--- config.mk ---
export PLATFORM = sky130hd
export DESIGN_NAME = probe_trigger_unit
export DESIGN_NICKNAME = d
export VERILOG_FILES = /design/src/rtl/trig_cmp_pkg.sv /design/src/rtl/trig_cfg_bank.sv /design/src/rtl/probe_cmp.sv /design/src/rtl/trig_combine.sv /design/src/rtl/probe_trigger_unit.sv
export SDC_FILE = /design/constraint.sdc
export NUM_CORES = 1
export LEC_CHECK = 0
export BUFFER_PORTS_ARGS = -buffer_cell sky130_fd_sc_hd__buf_2
export CAP_MARGIN = 40
export CORE_MARGIN = 4
export CORE_UTILIZATION = 47
export DETAILED_ROUTE_END_ITERATION = 8
export GPL_ROUTABILITY_DRIVEN = 0
export PLACE_DENSITY = 0.66
export RECOVER_POWER = 25
export SLEW_MARGIN = 20
export SYNTH_ARGS = -nofsm -noshare
export SYNTH_HDL_FRONTEND = slang
export SYNTH_SLANG_ARGS = --single-unit
export TNS_END_PERCENT = 5
--- constraint.sdc ---
create_clock -name clk -period 2.7 [get_ports clk]
set_input_delay 0.405 -clock clk [delete_from_list [all_inputs] [get_ports clk]]
set_output_delay 0.405 -clock clk [all_outputs]
set_load 0.1 [all_outputs]
--- src/rtl/trig_cmp_pkg.sv ---
package trig_cmp_pkg;

    typedef enum logic [2:0] {
        OP_EQ  = 3'd0,
        OP_NE  = 3'd1,
        OP_GT  = 3'd2,
        OP_LT  = 3'd3,
        OP_GE  = 3'd4,
        OP_LE  = 3'd5,
        OP_RSV = 3'd6,
        OP_OFF = 3'd7
    } cmp_op_e;

    typedef enum logic [2:0] {
        BC_ZERO   = 3'd0,
        BC_ONE    = 3'd1,
        BC_ANY    = 3'd2,
        BC_RISE   = 3'd3,
        BC_FALL   = 3'd4,
        BC_CHANGE = 3'd5,
        BC_STEADY = 3'd6,
        BC_SPARE  = 3'd7
    } bit_code_e;

    typedef enum logic [1:0] {
        CK_OP    = 2'd0,
        CK_CODES = 2'd1,
        CK_REF   = 2'd2,
        CK_COMB  = 2'd3
    } cfg_kind_e;

    // Qualifies one probe bit given its code, current and previous value.
    function automatic logic bit_ok(input logic [2:0] code,
                                    input logic cur, input logic old);
        logic ok;
        case (code)
            BC_ZERO:   ok = ~cur;
            BC_ONE:    ok = cur;
            BC_RISE:   ok = ~old & cur;
            BC_FALL:   ok = old & ~cur;
            BC_CHANGE: ok = old ^ cur;
            BC_STEADY: ok = ~(old ^ cur);
            default:   ok = 1'b1;
        endcase
        return ok;
    endfunction

endpackage

--- src/rtl/trig_cfg_bank.sv ---
module trig_cfg_bank
    import trig_cmp_pkg::*;
#(
    parameter int NUM_CMP = 2,
    parameter int PROBE_W = 8,
    parameter int IDX_W   = 1,
    parameter int CFG_W   = 3 * PROBE_W
) (
    input  logic                              clk,
    input  logic                              rst_n,
    input  logic                              we_i,
    input  logic [IDX_W-1:0]                  idx_i,
    input  logic [1:0]                        kind_i,
    input  logic [CFG_W-1:0]                  data_i,
    output logic [NUM_CMP-1:0][2:0]           op_o,
    output logic [NUM_CMP-1:0][CFG_W-1:0]     codes_o,
    output logic [NUM_CMP-1:0][PROBE_W-1:0]   ref_o,
    output logic                              and_mode_o
);

    typedef struct packed {
        logic [NUM_CMP-1:0][2:0]         op;
        logic [NUM_CMP-1:0][CFG_W-1:0]   codes;
        logic [NUM_CMP-1:0][PROBE_W-1:0] refv;
        logic                            and_mode;
    } bank_t;

    localparam logic [CFG_W-1:0] CODES_RST = {PROBE_W{BC_ANY}};

    bank_t bank_d, bank_q;

    always_comb begin
        bank_d = bank_q;
        if (we_i) begin
            if (kind_i == CK_COMB) begin
                bank_d.and_mode = data_i[0];
            end
            for (int c = 0; c < NUM_CMP; c++) begin
                if (idx_i == IDX_W'(c)) begin
                    case (kind_i)
                        CK_OP:    bank_d.op[c]    = data_i[2:0];
                        CK_CODES: bank_d.codes[c] = data_i;
                        CK_REF:   bank_d.refv[c]  = data_i[PROBE_W-1:0];
                        default:  ;
                    endcase
                end
            end
        end
    end

    always_ff @(posedge clk) begin
        if (!rst_n) begin
            for (int c = 0; c < NUM_CMP; c++) begin
                bank_q.op[c]    <= OP_OFF;
                bank_q.codes[c] <= CODES_RST;
                bank_q.refv[c]  <= '0;
            end
            bank_q.and_mode <= 1'b0;
        end else begin
            bank_q <= bank_d;
        end
    end

    assign op_o       = bank_q.op;
    assign codes_o    = bank_q.codes;
    assign ref_o      = bank_q.refv;
    assign and_mode_o = bank_q.and_mode;

endmodule

--- src/rtl/probe_cmp.sv ---
module probe_cmp
    import trig_cmp_pkg::*;
#(
    parameter int PROBE_W = 8,
    parameter int CFG_W   = 3 * PROBE_W
) (
    input  logic               clk,
    input  logic               rst_n,
    input  logic               hold_i,
    input  logic [PROBE_W-1:0] probe_i,
    input  logic [2:0]         op_i,
    input  logic [CFG_W-1:0]   codes_i,
    input  logic [PROBE_W-1:0] ref_i,
    output logic               match_o
);

    typedef struct packed {
        logic [PROBE_W-1:0] prev;
        logic               valid;
    } hist_t;

    hist_t hist_d, hist_q;
    logic [PROBE_W-1:0] bit_hit;
    logic pattern_hit;
    logic raw_match;

    for (genvar i = 0; i < PROBE_W; i++) begin : g_bit
        assign bit_hit[i] = bit_ok(codes_i[3*i +: 3], probe_i[i], hist_q.prev[i]);
    end

    assign pattern_hit = &bit_hit;

    always_comb begin
        hist_d.prev  = probe_i;
        hist_d.valid = ~hold_i;
        case (op_i)
            OP_EQ:   raw_match = pattern_hit;
            OP_NE:   raw_match = ~pattern_hit;
            OP_GT:   raw_match = probe_i >  ref_i;
            OP_LT:   raw_match = probe_i <  ref_i;
            OP_GE:   raw_match = probe_i >= ref_i;
            OP_LE:   raw_match = probe_i <= ref_i;
            default: raw_match = 1'b0;
        endcase
    end

    assign match_o = raw_match & hist_q.valid;

    always_ff @(posedge clk) begin
        if (!rst_n) begin
            hist_q <= '0;
        end else begin
            hist_q <= hist_d;
        end
    end

    assert_reserved_op_R5: assert property (@(posedge clk) disable iff (!rst_n)
        (op_i == OP_RSV || op_i == OP_OFF) |-> !match_o);

    assert_history_blank_R8: assert property (@(posedge clk) disable iff (!rst_n)
        hold_i |=> !match_o);

endmodule

--- src/rtl/trig_combine.sv ---
module trig_combine #(
    parameter int NUM_CMP = 2
) (
    input  logic               clk,
    input  logic               rst_n,
    input  logic               hold_i,
    input  logic               and_mode_i,
    input  logic [NUM_CMP-1:0] match_i,
    output logic               trig_o
);

    typedef struct packed {
        logic trig;
    } comb_t;

    comb_t comb_d, comb_q;

    always_comb begin
        comb_d.trig = ~hold_i & (and_mode_i ? (&match_i) : (|match_i));
    end

    always_ff @(posedge clk) begin
        if (!rst_n) begin
            comb_q <= '0;
        end else begin
            comb_q <= comb_d;
        end
    end

    assign trig_o = comb_q.trig;

    assert_and_needs_all_R6: assert property (@(posedge clk) disable iff (!rst_n)
        (trig_o && $past(and_mode_i)) |-> $past(&match_i));

    assert_or_needs_one_R6: assert property (@(posedge clk) disable iff (!rst_n)
        (trig_o && !$past(and_mode_i)) |-> $past(|match_i));

endmodule

--- src/rtl/probe_trigger_unit.sv ---
module probe_trigger_unit
    import trig_cmp_pkg::*;
#(
    parameter int NUM_CMP = 2,
    parameter int PROBE_W = 8,
    localparam int IDX_W  = (NUM_CMP > 1) ? $clog2(NUM_CMP) : 1,
    localparam int CFG_W  = 3 * PROBE_W
) (
    input  logic                       clk,
    input  logic                       rst_n,
    input  logic [NUM_CMP*PROBE_W-1:0] probe_i,
    input  logic                       cfg_we_i,
    input  logic [IDX_W-1:0]           cfg_idx_i,
    input  logic [1:0]                 cfg_kind_i,
    input  logic [CFG_W-1:0]           cfg_data_i,
    output logic                       trigger_o
);

    logic [NUM_CMP-1:0][2:0]         op_w;
    logic [NUM_CMP-1:0][CFG_W-1:0]   codes_w;
    logic [NUM_CMP-1:0][PROBE_W-1:0] ref_w;
    logic                            and_mode_w;
    logic [NUM_CMP-1:0]              match_w;

    trig_cfg_bank #(
        .NUM_CMP (NUM_CMP),
        .PROBE_W (PROBE_W),
        .IDX_W   (IDX_W),
        .CFG_W   (CFG_W)
    ) u_bank (
        .clk        (clk),
        .rst_n      (rst_n),
        .we_i       (cfg_we_i),
        .idx_i      (cfg_idx_i),
        .kind_i     (cfg_kind_i),
        .data_i     (cfg_data_i),
        .op_o       (op_w),
        .codes_o    (codes_w),
        .ref_o      (ref_w),
        .and_mode_o (and_mode_w)
    );

    for (genvar c = 0; c < NUM_CMP; c++) begin : g_cmp
        probe_cmp #(
            .PROBE_W (PROBE_W),
            .CFG_W   (CFG_W)
        ) u_cmp (
            .clk     (clk),
            .rst_n   (rst_n),
            .hold_i  (cfg_we_i),
            .probe_i (probe_i[c*PROBE_W +: PROBE_W]),
            .op_i    (op_w[c]),
            .codes_i (codes_w[c]),
            .ref_i   (ref_w[c]),
            .match_o (match_w[c])
        );
    end

    trig_combine #(
        .NUM_CMP (NUM_CMP)
    ) u_comb (
        .clk        (clk),
        .rst_n      (rst_n),
        .hold_i     (cfg_we_i),
        .and_mode_i (and_mode_w),
        .match_i    (match_w),
        .trig_o     (trigger_o)
    );

    assert_write_blanks_R8: assert property (@(posedge clk) disable iff (!rst_n)
        cfg_we_i |=> !trigger_o);

    assert_write_blanks_next_R8: assert property (@(posedge clk) disable iff (!rst_n)
        $past(cfg_we_i) |=> !trigger_o);

endmodule

# Word-level counts from Yosys, hierarchy flattened
# Index checks and enable logic that the tools add are counted.
classes:
  magnitude_cmp: 8
  eq_ne: 93
  muxes: 19
  bitwise_logic: 103
  n_reduce_logical: 30
op_table:
  columns: ["cell", "n"]
  rows:
  - ["$eq A3 B3 Y1 const B", 52]
  - ["$pmux W1 S6", 18]
  - ["$eq A3 B2 Y1 const B", 20]
  - ["$eq A3 B1 Y1 const B", 18]
  - ["$logic_not A3 Y1", 18]
  - ["$not A1 Y1", 52]
  - ["$and A1 B1 Y1", 35]
  - ["$reduce_and A3 Y1", 6]
  - ["$ge A8 B8 Y1", 2]
  - ["$gt A8 B8 Y1", 2]
  - ["$le A8 B8 Y1", 2]
  - ["$lt A8 B8 Y1", 2]
  - ["$reduce_and A8 Y1", 2]
  - ["$xor A1 B1 Y1", 16]
  - ["$eq A2 B2 Y1 const B", 2]
  - ["$reduce_and A2 Y1", 2]
  - ["$eq A2 B1 Y1 const B", 1]
  - ["$logic_not A2 Y1", 1]
  - ["$reduce_or A2 Y1", 1]
  - ["$mux W1", 1]
word_totals:
  ff_bits: 89
  inputBits: 46
  output_inout_bits: 1
  elab_cells: 264

# Depth between registers and ports, before layout
# Gate-level depths: netlist of the first run.
logic_depth:
  ltp_word: 10
  ltp_mapped: 10
  ltp_nobuf: 10

# Cells and area by module
# A second synthesis of the first run with hierarchy kept.
hier_totals:
  cells_unflattened: 594
  hier_area_um2: 5317.6
modules_own_cells:
  columns: ["mod", "n_inst", "cells_per_inst", "area_each_um2", "seq_area_each_um2"]
  rows:
  - ["trig_cfg_bank", 1, 271, 2781.4, 1421.4]
  - ["probe_cmp at g_cmp[0].u_cmp", 1, 159, 1252.5, 180.2]
  - ["probe_cmp at g_cmp[1].u_cmp", 1, 160, 1239.9, 180.2]
  - ["trig_combine", 1, 4, 43.8, 20.0]

# Least setup slack after synthesis of the first run
# Ideal clock, no wire load.
synth_path:
  kind: "input to register"
  start: "in probe_i[14]"
  end: "reg u_comb.comb_q (netlist: u_comb.trig_o)"
  setup_time_ns: 0.122
  arrival_ns: 2.346
  t_required_ns: 2.578
  path_slack_ns: 0.231
  path_stages: 10
  n_path_buf: 0
  path_cell_list: "inv_1 -> ha_1 -> and4bb_1 -> a311oi_2 -> nand4_1 -> nor3_2 -> a311oi_1 -> or4b_1 -> o31ai_1 -> a21oi_1"
synth_between:
  elab_chain_cells: 10
  elab_cells_between_ends: 18
  cone_classes: "4 x order compare; 3 x mux; 8 x bitwise; 3 x reduce/logical"
synth_rtl:
  columns: ["element", "line", "rtl"]
  rows:
  - ["from (decl)", "probe_trigger_unit.sv:11", "input logic [NUM_CMP*PROBE_W-1:0] probe_i,"]
  - ["$xor A1 B1 Y1 / $not A1 Y1 (equally long branches)", null, null]
  - ["$not A1 Y1 / $and A1 B1 Y1 (equally long branches)", "trig_cmp_pkg.sv:42, trig_cmp_pkg.sv:40", null]
  - ["$pmux W1 S6", "trig_cmp_pkg.sv:36", "case (code)"]
  - ["$reduce_and A8 Y1", "probe_cmp.sv:31", "assign pattern_hit = &bit_hit;"]
  - ["$not A1 Y1", "probe_cmp.sv:38", "OP_NE: raw_match = ~pattern_hit;"]
  - ["$pmux W1 S6 (*)", "probe_cmp.sv:36", "case (op_i)"]
  - ["$and A1 B1 Y1 (*)", "probe_cmp.sv:47", "assign match_o = raw_match & hist_q.valid;"]
  - ["$reduce_or A2 Y1 / $reduce_and A2 Y1 (equally long branches)", "trig_combine.sv:19", "comb_d.trig = ~hold_i & (and_mode_i ? (&match_i) : (|match_i));"]
  - ["$mux W1 (*)", "trig_combine.sv:19", null]
  - ["$and A1 B1 Y1 (*)", "trig_combine.sv:19", null]
  - ["to (signal assigned)", "trig_combine.sv:26", "comb_q <= comb_d;"]
  - ["to (decl)", "trig_combine.sv:16", "comb_t comb_d, comb_q;"]
# Every way passes the cells marked *; elsewhere a longest branch is shown, timed or not.
# A chain may end at the register's enable or synchronous reset.

# Final worst setup path of the first run
layout_path:
  start: "reg g_cmp[1].u_cmp.hist_q[7] (netlist bit)"
  end: "reg u_comb.comb_q (netlist: u_comb.trig_o)"
layout_between:
  elab_chain_cells: 10
  elab_cells_between_ends: 14
  cone_classes: "3 x mux; 8 x bitwise; 3 x reduce/logical"
layout_rtl:
  columns: ["element", "line", "rtl"]
  rows:
  - ["from (decl)", "probe_cmp.sv:22", "hist_t hist_d, hist_q;"]
  - ["from (signal assigned)", "probe_cmp.sv:53", "hist_q <= hist_d;"]
  - ["$xor A1 B1 Y1 / $not A1 Y1 (equally long branches)", "trig_cmp_pkg.sv:41, trig_cmp_pkg.sv:42, trig_cmp_pkg.sv:39", null]
  - ["$not A1 Y1 / $and A1 B1 Y1 (equally long branches)", "trig_cmp_pkg.sv:42, trig_cmp_pkg.sv:39", null]
  - ["$pmux W1 S6 (*)", "trig_cmp_pkg.sv:36", null]
  - ["$reduce_and A8 Y1 (*)", "probe_cmp.sv:31", null]
  - ["$not A1 Y1", "probe_cmp.sv:38", null]
  - ["$pmux W1 S6 (*)", "probe_cmp.sv:36", null]
  - ["$and A1 B1 Y1 (*)", "probe_cmp.sv:47", null]
  - ["$reduce_or A2 Y1 / $reduce_and A2 Y1 (equally long branches)", "trig_combine.sv:19", null]
  - ["$mux W1 (*)", "trig_combine.sv:19", null]
  - ["$and A1 B1 Y1 (*)", "trig_combine.sv:19", null]
# Marked as above.

==> results.tsv, run 1 <==
stage	metric	value	unit
floorplan	Die Area	12500	um^2
setup_path	CP startpoint kind	flip-flop	
worst_hold_path	Hold WC Path Type	primary input to flip-flop	
pwr	Pleak	2.32	nW
sta	Clock Skew	0.00335	ns
sta	Final Setup Violations	0	
clocking	clock root cell	clkbuf_8	
pwr	Worst VDD drop	0.233	mV
sta	Worst Max-Slew Pin Slew	1.60	ns
global_route	Tot GR Track Use	0.202	
logic_synthesis	most numerous cell in the Yosys netlist	nand2_1	
setup_path	worst path required time	2.95	ns
logic_synthesis	YS warnings	0	
sta	Sum Neg Setup Slack	0	ns
place	hpwl dp	9400	um
global_route	largest net degree at the start of global routing	49	
floorplan	core area	10400	um^2
detailed_routing	WL/cell	15.2	um
layout	Fillers	983	
setup_path	element type at the critical path end	flip-flop	
logic_synthesis	syn avg cell area	8.11	um^2
sta	achievable frequency	391	MHz
sta	post-route minimum period	2.55	ns
clocking	CTS Buf Count	9	
sta	Rel. slew slack	-0.0655	
logic_synthesis	number of synthesized flops with an enable pin	0	
clocking	H-tree depth	3	
logic_synthesis	Netlist Area Pre-Place	5050	um^2
detailed_routing	drt pass-1 iters	4	
detailed_routing	Antenna Nets Post-Route	0	
floorplan	Die Span Y	112	um
setup_path	critical path class	flip-flop to flip-flop	
logic_synthesis	Top FF cell, synth	dfxtp_1	
clocking	Post-CTS Setup Bufs	0	
global_route	vias in the first global route	4293	
clocking	clock buffer depth	2	
setup_path	CP max-delay cell	or4b_1	
setup_path	delay of the slowest cell on the worst path	0.56	ns
clocking	CTS tree	yes	
detailed_routing	DR iter-0 viols	192	
pwr	Pwr per Cell Area	470	nW/um^2
logic_synthesis	Seq/Total Area, Yosys	0.353	
logic_synthesis	ys async rst share	0	
sta	RSZ-0062 raised after global routing	no	
setup_path	Worst EP arrival	2.80	ns
logic_synthesis	Area contributors post-synth	dfxtp_1 (35%), ha_1 (12%), nand2_1 (9.9%)	
job	Max Cap Viol	1	
status	outcome	finished with violations	
logic_synthesis	Mapped Cells	622	
clocking	# clock sinks	89	
place	Post-DP Area	5480	um^2
layout	Net count, final	765	
logic_synthesis	area leader, netlist	dfxtp_1	
global_route	total grt overflow	0	
clocking	Worst-Skew Late Latency	0.36	ns
logic_synthesis	Yosys reg bits	89	
status	failing checks	max-capacitance violations, max-slew violations	
sta	post-route clock period utilization	0.946	
floorplan	Initial Util	0.487	
logic_synthesis	post-synth top area share	0.353	
logic_synthesis	Commonest cells post-synth	nand2_1 (133), dfxtp_1 (89), inv_1 (49)	
detailed_routing	Via Count	4433	
sta	final hold viol count	0	
setup_path	CP max FO	3	
detailed_routing	Detailed Route WL	12400	um
detailed_routing	post-DR vias/cell	5.46	
layout	# diodes	0	
logic_synthesis	post-synth net total	716	
layout	post-layout instance area	5670	um^2
clocking	CTS Hold Bufs	0	
detailed_routing	DRC	0	
layout	P&R area growth vs syn	12.4	%
layout	share of layout cells above drive strength 1	0.120	
logic_synthesis	Distinct cells, synth	43	
floorplan	Die Span X	112	um
floorplan	# IOs	47	
setup_path	CP cell instances	ha_1, and4bb_1, a311oi_2, nand4_1, nor3_4, a311oi_1, or4b_1, o31ai_1, a21oi_1	
clocking	clock slew at reported path FFs	0.09	ns
layout	Final Util	0.547	
place	port bufs	46	
sta	Final Max Tran Viols	42	
global_route	antenna violations before repair	0	
global_route	first-pass GRT wire length	20400	um
floorplan	row count	37	
pwr	total power	2.66	mW
==> where the power goes <==
part / switching, mW / internal [mW] / total, mW
sequential: 0.0354 / 1.35 / 1.39
combinational: 0.183 / 0.141 / 0.324
clock: 0.475 / 0.479 / 0.954
==> worst max-delay path: cells and delay by family, from the launching register on <==
kind	cells	cell delay, ns
AND/OR/NAND/NOR	4	1.16
AO/OA/AOI/OAI	4	0.68
flip-flops	1	0.32
adder cells (fa/ha/maj)	1	0.27
==> worst paths after layout <==
path                                                          start                                  end  slack (ns)  depth (start not counted)
worst min register to register  g_cmp[1].u_cmp.hist_q[0]$_SDFF_PN0_             u_comb.trig_o$_SDFF_PN0_        0.45                          2
worst min-delay path                                       cfg_we_i  g_cmp[1].u_cmp.hist_q[0]$_SDFF_PN0_        0.26                          2
worst max-delay path            g_cmp[1].u_cmp.hist_q[7]$_SDFF_PN0_             u_comb.trig_o$_SDFF_PN0_        0.15                          9
worst max register to register  g_cmp[1].u_cmp.hist_q[7]$_SDFF_PN0_             u_comb.trig_o$_SDFF_PN0_        0.15                          9
==> cell type report <==
cell class,count,area [um^2],share of cell area
clock inverter,4,51.3,0.00904
clock buffer,12,155,0.0274
inverter,49,184,0.0324
multi-input combinational,464,3010,0.531
timing repair buffer,58,317,0.0558
sequential,89,1780,0.314
tap,136,170,0.0300
==> cells by family after synthesis <==
family / Yosys count / synth area share
compound gates: 119 / 0.166
buf+inv: 69 / 0.0513
xor+xnor: 1 / 0.00174
mux: 18 / 0.0357
fa+ha+maj: 48 / 0.119
simple gates: 278 / 0.273
flops: 89 / 0.353
==> flip-flops by register name, summed over array words and instances, names as in the netlist <==
| register | flops |
|---|---|
| u_bank.op_o | 6 |
| u_bank.ref_o | 16 |
| g_cmp.u_cmp.hist_q | 17 |
| u_bank.and_mode_o | 1 |
| u_bank.codes_o | 48 |
| u_comb.trig_o | 1 |
==> cell usage in the layout, fill, tap and decap left out, types with 5 or more instances in the layout <==
cell,Yosys,final
nand2_1,133,133
dfxtp_1,89,89
inv_1,49,49
ha_1,48,48
buf_2,0,45
a21boi_0,41,41
nor2_1,26,26
nor3b_1,22,22
o21ai_0,21,21
nor2b_1,20,20
nand3_1,19,19
mux2i_1,18,18
and2_1,21,16
a21oi_1,15,15
clkbuf_8,0,11
buf_4,0,11
nand4_1,9,9
o211ai_1,9,9
nor3_1,7,7
a211o_1,6,6
a31oi_1,5,5
and2_0,0,5
==> through the flow <==
step | instances | hold slack, ns | setup WS (ns)
floorplan | 622 | 0.397 | 0.231
CTS | 812 | 0.245 | 0.134
finish | 812 | 0.259 | 0.145
global route | 812 | 0.265 | 0.00393
global placement | 796 | 0.433 | -0.0286
detailed placement | 796 | 0.437 | -0.0843
==> what timing repair did <==
action,4_1_cts,5_1_grt
hold endpoints to repair,0,0
endpoints found under the setup margin,0,1
gates resized for setup,0,1
==> per-layer routing <==
metal,GRT usage,up-vias,wire [um],share of wire
li1,-,2215,-,-
met1,0.268,2115,5960,0.48
met2,0.334,89,5720,0.46
met3,0.0380,14,509,0.041
met4,0.0624,0,179,0.014
met5,0,-,0,0
No activity file was read; power rests on OpenSTA's default activity.
==> run 2: changes to the inputs <==
Settings changed: CELL_PAD_IN_SITES_DETAIL_PLACEMENT set to 1, CELL_PAD_IN_SITES_GLOBAL_PLACEMENT set to 1, CORE_UTILIZATION 47 to 45, PLACE_DENSITY 0.66 to unset, PLACE_DENSITY_LB_ADDON set to 0.1.
==> run 2 against run 1 <==
Compared with the run above:
- non-clock buffer count is 1 higher
- worst setup slack hardly changed
- power is 1.2% lower
- global-route usage is 2.6 points higher
- via count is 0.50% higher
- die area is 4.1% higher
- cell area is 0.20% lower
- wire length is 13% higher
- first-iteration DRC count is 6.3% higher
- the flow now finishes without violations
- critical endpoint unchanged
==> results.tsv, run 2 (synthesized netlist as in run 1, its figures left out) <==
stage	metric	value	unit
status	outcome	complete, no violations	
setup_path	critical path's top delay family	simple AND/OR/NAND/NOR gates	
global_route	largest net degree at the start of global routing	59	
setup_path	CP max-delay cell	or4b_1	
setup_path	CP startpoint kind	flip-flop	
layout	most frequent cells in the layout	nand2_1 (133), dfxtp_1 (89), inv_1 (49)	
sta	Rel. slew slack	0.245	
setup_path	delay of the slowest cell on the worst path	0.55	ns
detailed_routing	DRC	0	
setup_path	element type at the critical path end	flip-flop	
floorplan	core area	10900	um^2
layout	# diodes	0	
setup_path	Critical Path Start	g_cmp[1].u_cmp.hist_q[7]$_SDFF_PN0_	
layout	commonest non-fill, non-tap cell in the layout	nand2_1	
sta	WHS	0.260	ns
place	hpwl dp	10800	um
global_route	antenna violations before repair	0	
setup_path	CP bufs+invs	0	
clocking	PostCTS Resize Cnt	0	
layout	max reg flops	48	
layout	P&R area growth vs syn	12.1	%
detailed_routing	Via Count	4455	
setup_path	Worst R2R End	u_comb.trig_o$_SDFF_PN0_	
setup_path	Critical Path Sink	u_comb.trig_o$_SDFF_PN0_	
global_route	Tot GR Track Use	0.228	
pwr	Sw Pwr	701	uW
clocking	CTS Buf Count	9	
pwr	sequential share of power	0.527	
sta	achievable frequency	391	MHz
clocking	H-tree depth	3	
worst_hold_path	worst hold start	cfg_we_i	
floorplan	Die Span Y	114	um
job	Max Cap Viol	0	
setup_path	R2R depth	9	
pwr	P_int	1.93	mW
clocking	Post-CTS Setup Bufs	0	
setup_path	worst path required time	2.96	ns
setup_path	CP max FO	3	
layout	share of layout cells above drive strength 1	0.120	
detailed_routing	post-DR vias/cell	5.47	
setup_path	Reg2Reg Setup Slack	0.15	ns
pwr	Worst VDD drop	0.269	mV
global_route	first-pass GRT wire length	23300	um
sta	Clock Skew	0.00779	ns
floorplan	row count	38	
clocking	# clock sinks	89	
sta	Final Setup Violations	0	
clocking	CTS Hold Bufs	0	
sta	post-route minimum period	2.55	ns
sta	RSZ-0062 raised after global routing	no	
setup_path	Levels on crit path	9	
worst_hold_path	Hold Path Depth	2	
clocking	clock root cell	clkbuf_8	
sta	final hold viol count	0	
pwr	net switching fraction of the power	0.266	
floorplan	Die Area	13000	um^2
setup_path	Worst EP arrival	2.81	ns
floorplan	Die Span X	114	um
pwr	Comb pwr share	0.127	
setup_path	critical path class	flip-flop to flip-flop	
pwr	Pwr per Cell Area	465	nW/um^2
detailed_routing	Detailed Route WL	14000	um
global_route	total grt overflow	0	
pwr	part of the power in the clock network	0.346	
global_route	vias in the first global route	4752	
worst_hold_path	Hold WC Path Type	primary input to flip-flop	
floorplan	Initial Util	0.464	
place	port bufs	46	
pwr	Pleak	2.32	nW
layout	Fillers	1363	
detailed_routing	drt pass-1 iters	4	
setup_path	reg-to-reg startpoint	g_cmp[1].u_cmp.hist_q[7]$_SDFF_PN0_	
detailed_routing	WL/cell	17.2	um
floorplan	# IOs	47	
setup_path	CP cell instances	ha_1, and4bb_1, a311oi_2, nand4_1, nor3_4, a311oi_1, or4b_1, o31ai_1, a21oi_1	
detailed_routing	DR iter-0 viols	204	
clocking	clock buffer depth	2	
layout	Net count, final	766	
detailed_routing	Antenna Nets Post-Route	0	
sta	Worst Max-Slew Pin Slew	1.13	ns
clocking	CTS tree	yes	
clocking	Worst-Skew Late Latency	0.36	ns
clocking	clock slew at reported path FFs	0.09	ns
sta	Final Max Tran Viols	0	
pwr	total power	2.63	mW
sta	post-route clock period utilization	0.946	
## run 2: layout make-up
| type | instances | area [um^2] | area share |
|---|---|---|---|
| Multi-Input combinational cell | 464 | 3010 | 0.532 |
| Sequential cell | 89 | 1780 | 0.315 |
| Timing Repair Buffer | 59 | 324 | 0.0573 |
| Inverter | 49 | 184 | 0.0325 |
| Tap cell | 140 | 175 | 0.0309 |
| Clock buffer | 10 | 138 | 0.0243 |
| Clock inverter | 4 | 45.0 | 0.00796 |
## run 2: worst min-delay path by stage
stage	to	slack [ns]
floorplan	u_comb.trig_o$_SDFF_PN0_	0.40
global placement	u_comb.trig_o$_SDFF_PN0_	0.44
detailed placement	u_comb.trig_o$_SDFF_PN0_	0.44
CTS	g_cmp[1].u_cmp.hist_q[0]$_SDFF_PN0_	0.24
global route	g_cmp[1].u_cmp.hist_q[0]$_SDFF_PN0_	0.26
finish	g_cmp[1].u_cmp.hist_q[0]$_SDFF_PN0_	0.26
## run 2: metrics by stage
| stage | instance area [um^2] | cells | TNS, ns | util | setup WS, ns |
|---|---|---|---|---|---|
| 2_1_floorplan | 5050 | 622 | 0 | - | 0.231 |
| 3_3_place_gp | 5490 | 801 | -0.0244 | 0.504 | -0.0244 |
| 3_5_place_dp | 5490 | 801 | -0.0702 | 0.504 | -0.0702 |
| 4_1_cts | 5670 | 815 | 0 | 0.521 | 0.148 |
| 5_1_grt | 5660 | 815 | 0 | 0.520 | 0.0123 |
| 6_report | 5660 | 815 | 0 | 0.520 | 0.145 |
## run 2: per-layer routing
metal,up-vias,track usage,wire [um]
li1,2216,-,-
met5,-,0,0
met4,0,0.0926,355
met1,2136,0.293,6520
met2,74,0.385,6670
met3,29,0.0318,479
## run 2: power groups by stage
stage,logic (mW),clock network (mW),registers [mW]
finish,0.335,0.911,1.39
global route,0.381,0.998,1.40
CTS,0.340,0.945,1.39
detailed placement,0.338,0,1.42
global placement,0.316,0,1.42
floorplan,0.196,0,1.41
==> run 3: changes to the inputs <==
Settings changed: CORE_UTILIZATION 45 to 46, SYNTH_HIERARCHICAL set to 1.
==> run 3 against run 2 <==
Compared with the run above:
- count of clock-buffer cells in the layout is 1 higher
- combinational power increased by 4%
- wire length grew 5.0%
- fmax increased by 2.8%
- sequential power about the same
- global-route usage up 0.65 points
- die area is 2.8% higher
- flip-flop and latch count rose by 1
- hold slack gained 0.052 ns
- synthesized area grew 5.4%
- largest power group is now the clock network
- highest routed layer unchanged
==> results.tsv, run 3 <==
stage	metric	value	unit
status	outcome	complete, no violations	
detailed_routing	DRC	0	
place	dpl ws	0.0149	ns
logic_synthesis	Area contributors post-synth	dfxtp_1 (34%), mux2i_1 (14%), ha_1 (11%)	
place	Post-DP Area	5740	um^2
setup_path	element type at the critical path end	flip-flop	
logic_synthesis	Yosys reg bits	90	
floorplan	# IOs	47	
setup_path	Worst EP arrival	2.73	ns
pwr	Sw Pwr	770	uW
sta	worst setup margin	0.215	ns
layout	commonest non-fill, non-tap cell in the layout	dfxtp_1	
layout	share of layout cells above drive strength 1	0.137	
layout	Net count, final	740	
floorplan	row count	38	
detailed_routing	WL/cell	18.6	um
setup_path	CP startpoint kind	flip-flop	
clocking	CTS Buf Count	9	
sta	RSZ-0062 raised after global routing	no	
clocking	CTS tree	yes	
floorplan	Die Span X	116	um
sta	Worst Max-Slew Pin Slew	1.18	ns
clocking	Worst-Skew Late Latency	0.35	ns
clocking	CTS Hold Bufs	0	
logic_synthesis	ys async rst share	0	
sta	Clock Skew	0.00469	ns
global_route	total grt overflow	0	
clocking	Post-CTS Setup Bufs	0	
logic_synthesis	YS warnings	6	
floorplan	Die Area	13300	um^2
place	hpwl dp	11200	um
pwr	Comb pwr share	0.108	
sta	post-route minimum period	2.49	ns
sta	post-route clock period utilization	0.921	
logic_synthesis	syn avg cell area	8.95	um^2
setup_path	critical path class	flip-flop to flip-flop	
logic_synthesis	area leader, netlist	dfxtp_1	
clocking	# clock sinks	90	
logic_synthesis	number of synthesized flops with an enable pin	0	
place	port bufs	46	
sta	achievable frequency	402	MHz
layout	post-layout instance area	6080	um^2
detailed_routing	Via Count	4291	
sta	Final Setup Violations	0	
logic_synthesis	Top FF cell, synth	dfxtp_1	
clocking	clock root cell	clkbuf_16	
pwr	P_int	2.47	mW
logic_synthesis	Distinct cells, synth	60	
pwr	Pwr per Cell Area	533	nW/um^2
clocking	H-tree depth	3	
setup_path	CP max FO	2	
global_route	vias in the first global route	4690	
floorplan	Die Span Y	116	um
logic_synthesis	Netlist Area Pre-Place	5320	um^2
logic_synthesis	most numerous cell in the Yosys netlist	dfxtp_1	
detailed_routing	Detailed Route WL	14700	um
clocking	PostCTS Resize Cnt	0	
sta	Rel. slew slack	0.211	
detailed_routing	Antenna Nets Post-Route	0	
logic_synthesis	Mapped Cells	594	
pwr	Worst VDD drop	0.533	mV
pwr	part of the power in the clock network	0.460	
detailed_routing	post-DR vias/cell	5.42	
pwr	Pleak	2.67	nW
pwr	net switching fraction of the power	0.238	
worst_hold_path	Hold WC Path Type	primary input to flip-flop	
layout	# diodes	0	
global_route	first-pass GRT wire length	24000	um
global_route	antenna violations before repair	0	
sta	final hold viol count	0	
pwr	sequential share of power	0.432	
clocking	clock buffer depth	2	
layout	P&R area growth vs syn	14.3	%
detailed_routing	drt pass-1 iters	5	
sta	Sum Neg Setup Slack	0	ns
logic_synthesis	post-synth top area share	0.339	
logic_synthesis	Commonest cells post-synth	dfxtp_1 (90), nand2_1 (79), mux2i_1 (72)	
layout	most frequent cells in the layout	dfxtp_1 (90), nand2_1 (79), mux2i_1 (72)	
layout	max reg flops	48	
global_route	Tot GR Track Use	0.235	
logic_synthesis	Seq/Total Area, Yosys	0.339	
job	Max Cap Viol	0	
detailed_routing	DR iter-0 viols	176	
floorplan	core area	11100	um^2
sta	Final Max Tran Viols	0	
logic_synthesis	post-synth net total	688	
clocking	clock slew at reported path FFs	0.07	ns
global_route	largest net degree at the start of global routing	65	
floorplan	Initial Util	0.480	
setup_path	worst path required time	2.94	ns
-- run 3: changes by cell type after synthesis, sizes merged, moves of 17 or more --
cell,before,now
a21boi,41,0
nor2b,20,43
mux2i,18,72
nand3,19,2
nand2,133,79
-- run 3: final timing paths --
check | slack (ns) | cells past startpoint | end | startpoint
worst max register to register | 0.21 | 9 | u_comb/trig_o$_SDFF_PN0_ | g_cmp[1].u_cmp/hist_q[5]$_SDFF_PN0_
worst max-delay path | 0.21 | 9 | u_comb/trig_o$_SDFF_PN0_ | g_cmp[1].u_cmp/hist_q[5]$_SDFF_PN0_
worst min register to register | 0.47 | 2 | u_bank/ref_o[2]$_SDFFE_PN0P_ | u_bank/ref_o[2]$_SDFFE_PN0P_
worst min-delay path | 0.31 | 2 | g_cmp[1].u_cmp/hist_q[1]$_SDFF_PN0_ | probe_i[8]
-- run 3: worst max-delay path: stages (launching register included) --
cell and delay, ns:
dfxtp_1 0.31, ha_1 0.29, and2_1 0.17, o21ai_0 0.23, o311ai_0 0.24, nor3_1 0.31
a31oi_1 0.12, nand3b_1 0.22, maj3_2 0.32, and3b_1 0.17
-- run 3: logic make-up (layout without fill, tap and decap cells) --
logic type	after synthesis	after routing	share of synthesized area
fa+ha+maj	49	49	0.115
mux	72	72	0.136
buf+inv	75	132	0.0574
compound gates	67	67	0.0878
simple gates	241	241	0.265
flops	90	90	0.339
-- run 3: through the flow --
| step | power [mW] | hold slack [ns] | util | cells |
|---|---|---|---|---|
| after global placement | 1.75 | 0.446 | 0.518 | 775 |
| after detailed placement | 1.78 | 0.454 | 0.518 | 775 |
| final | 3.24 | 0.312 | 0.549 | 791 |
| after global routing | 3.39 | 0.314 | 0.549 | 791 |
| after floorplan | 1.63 | 0.435 | - | 594 |
| after CTS | 3.29 | 0.300 | 0.550 | 791 |
-- run 3: area by class of cell --
cell class              instances  area [um^2]
fillers                      1309         5000
multi-input cells             429         3210
flip-flops and latches         90         1800
repair buffers                 61          332
clock buffers                  11          253
inverters                      55          206
well taps                     140          175
clock inverters                 5          100
-- run 3: power groups by stage --
stage	combinational (mW)	clock, mW	sequential (mW)
finish	0.350	1.49	1.40
global route	0.393	1.59	1.41
CTS	0.354	1.54	1.40
detailed placement	0.348	0	1.43
global placement	0.327	0	1.43
floorplan	0.213	0	1.42
-- run 3: layer usage --
layer | track usage | part of all wire | vias to the layer above
li1 | - | - | 2147
met1 | 0.289 | 0.46 | 2082
met2 | 0.417 | 0.50 | 52
met3 | 0.0554 | 0.032 | 10
met4 | 0.0501 | 0.0091 | 0
met5 | 0 | 0 | -
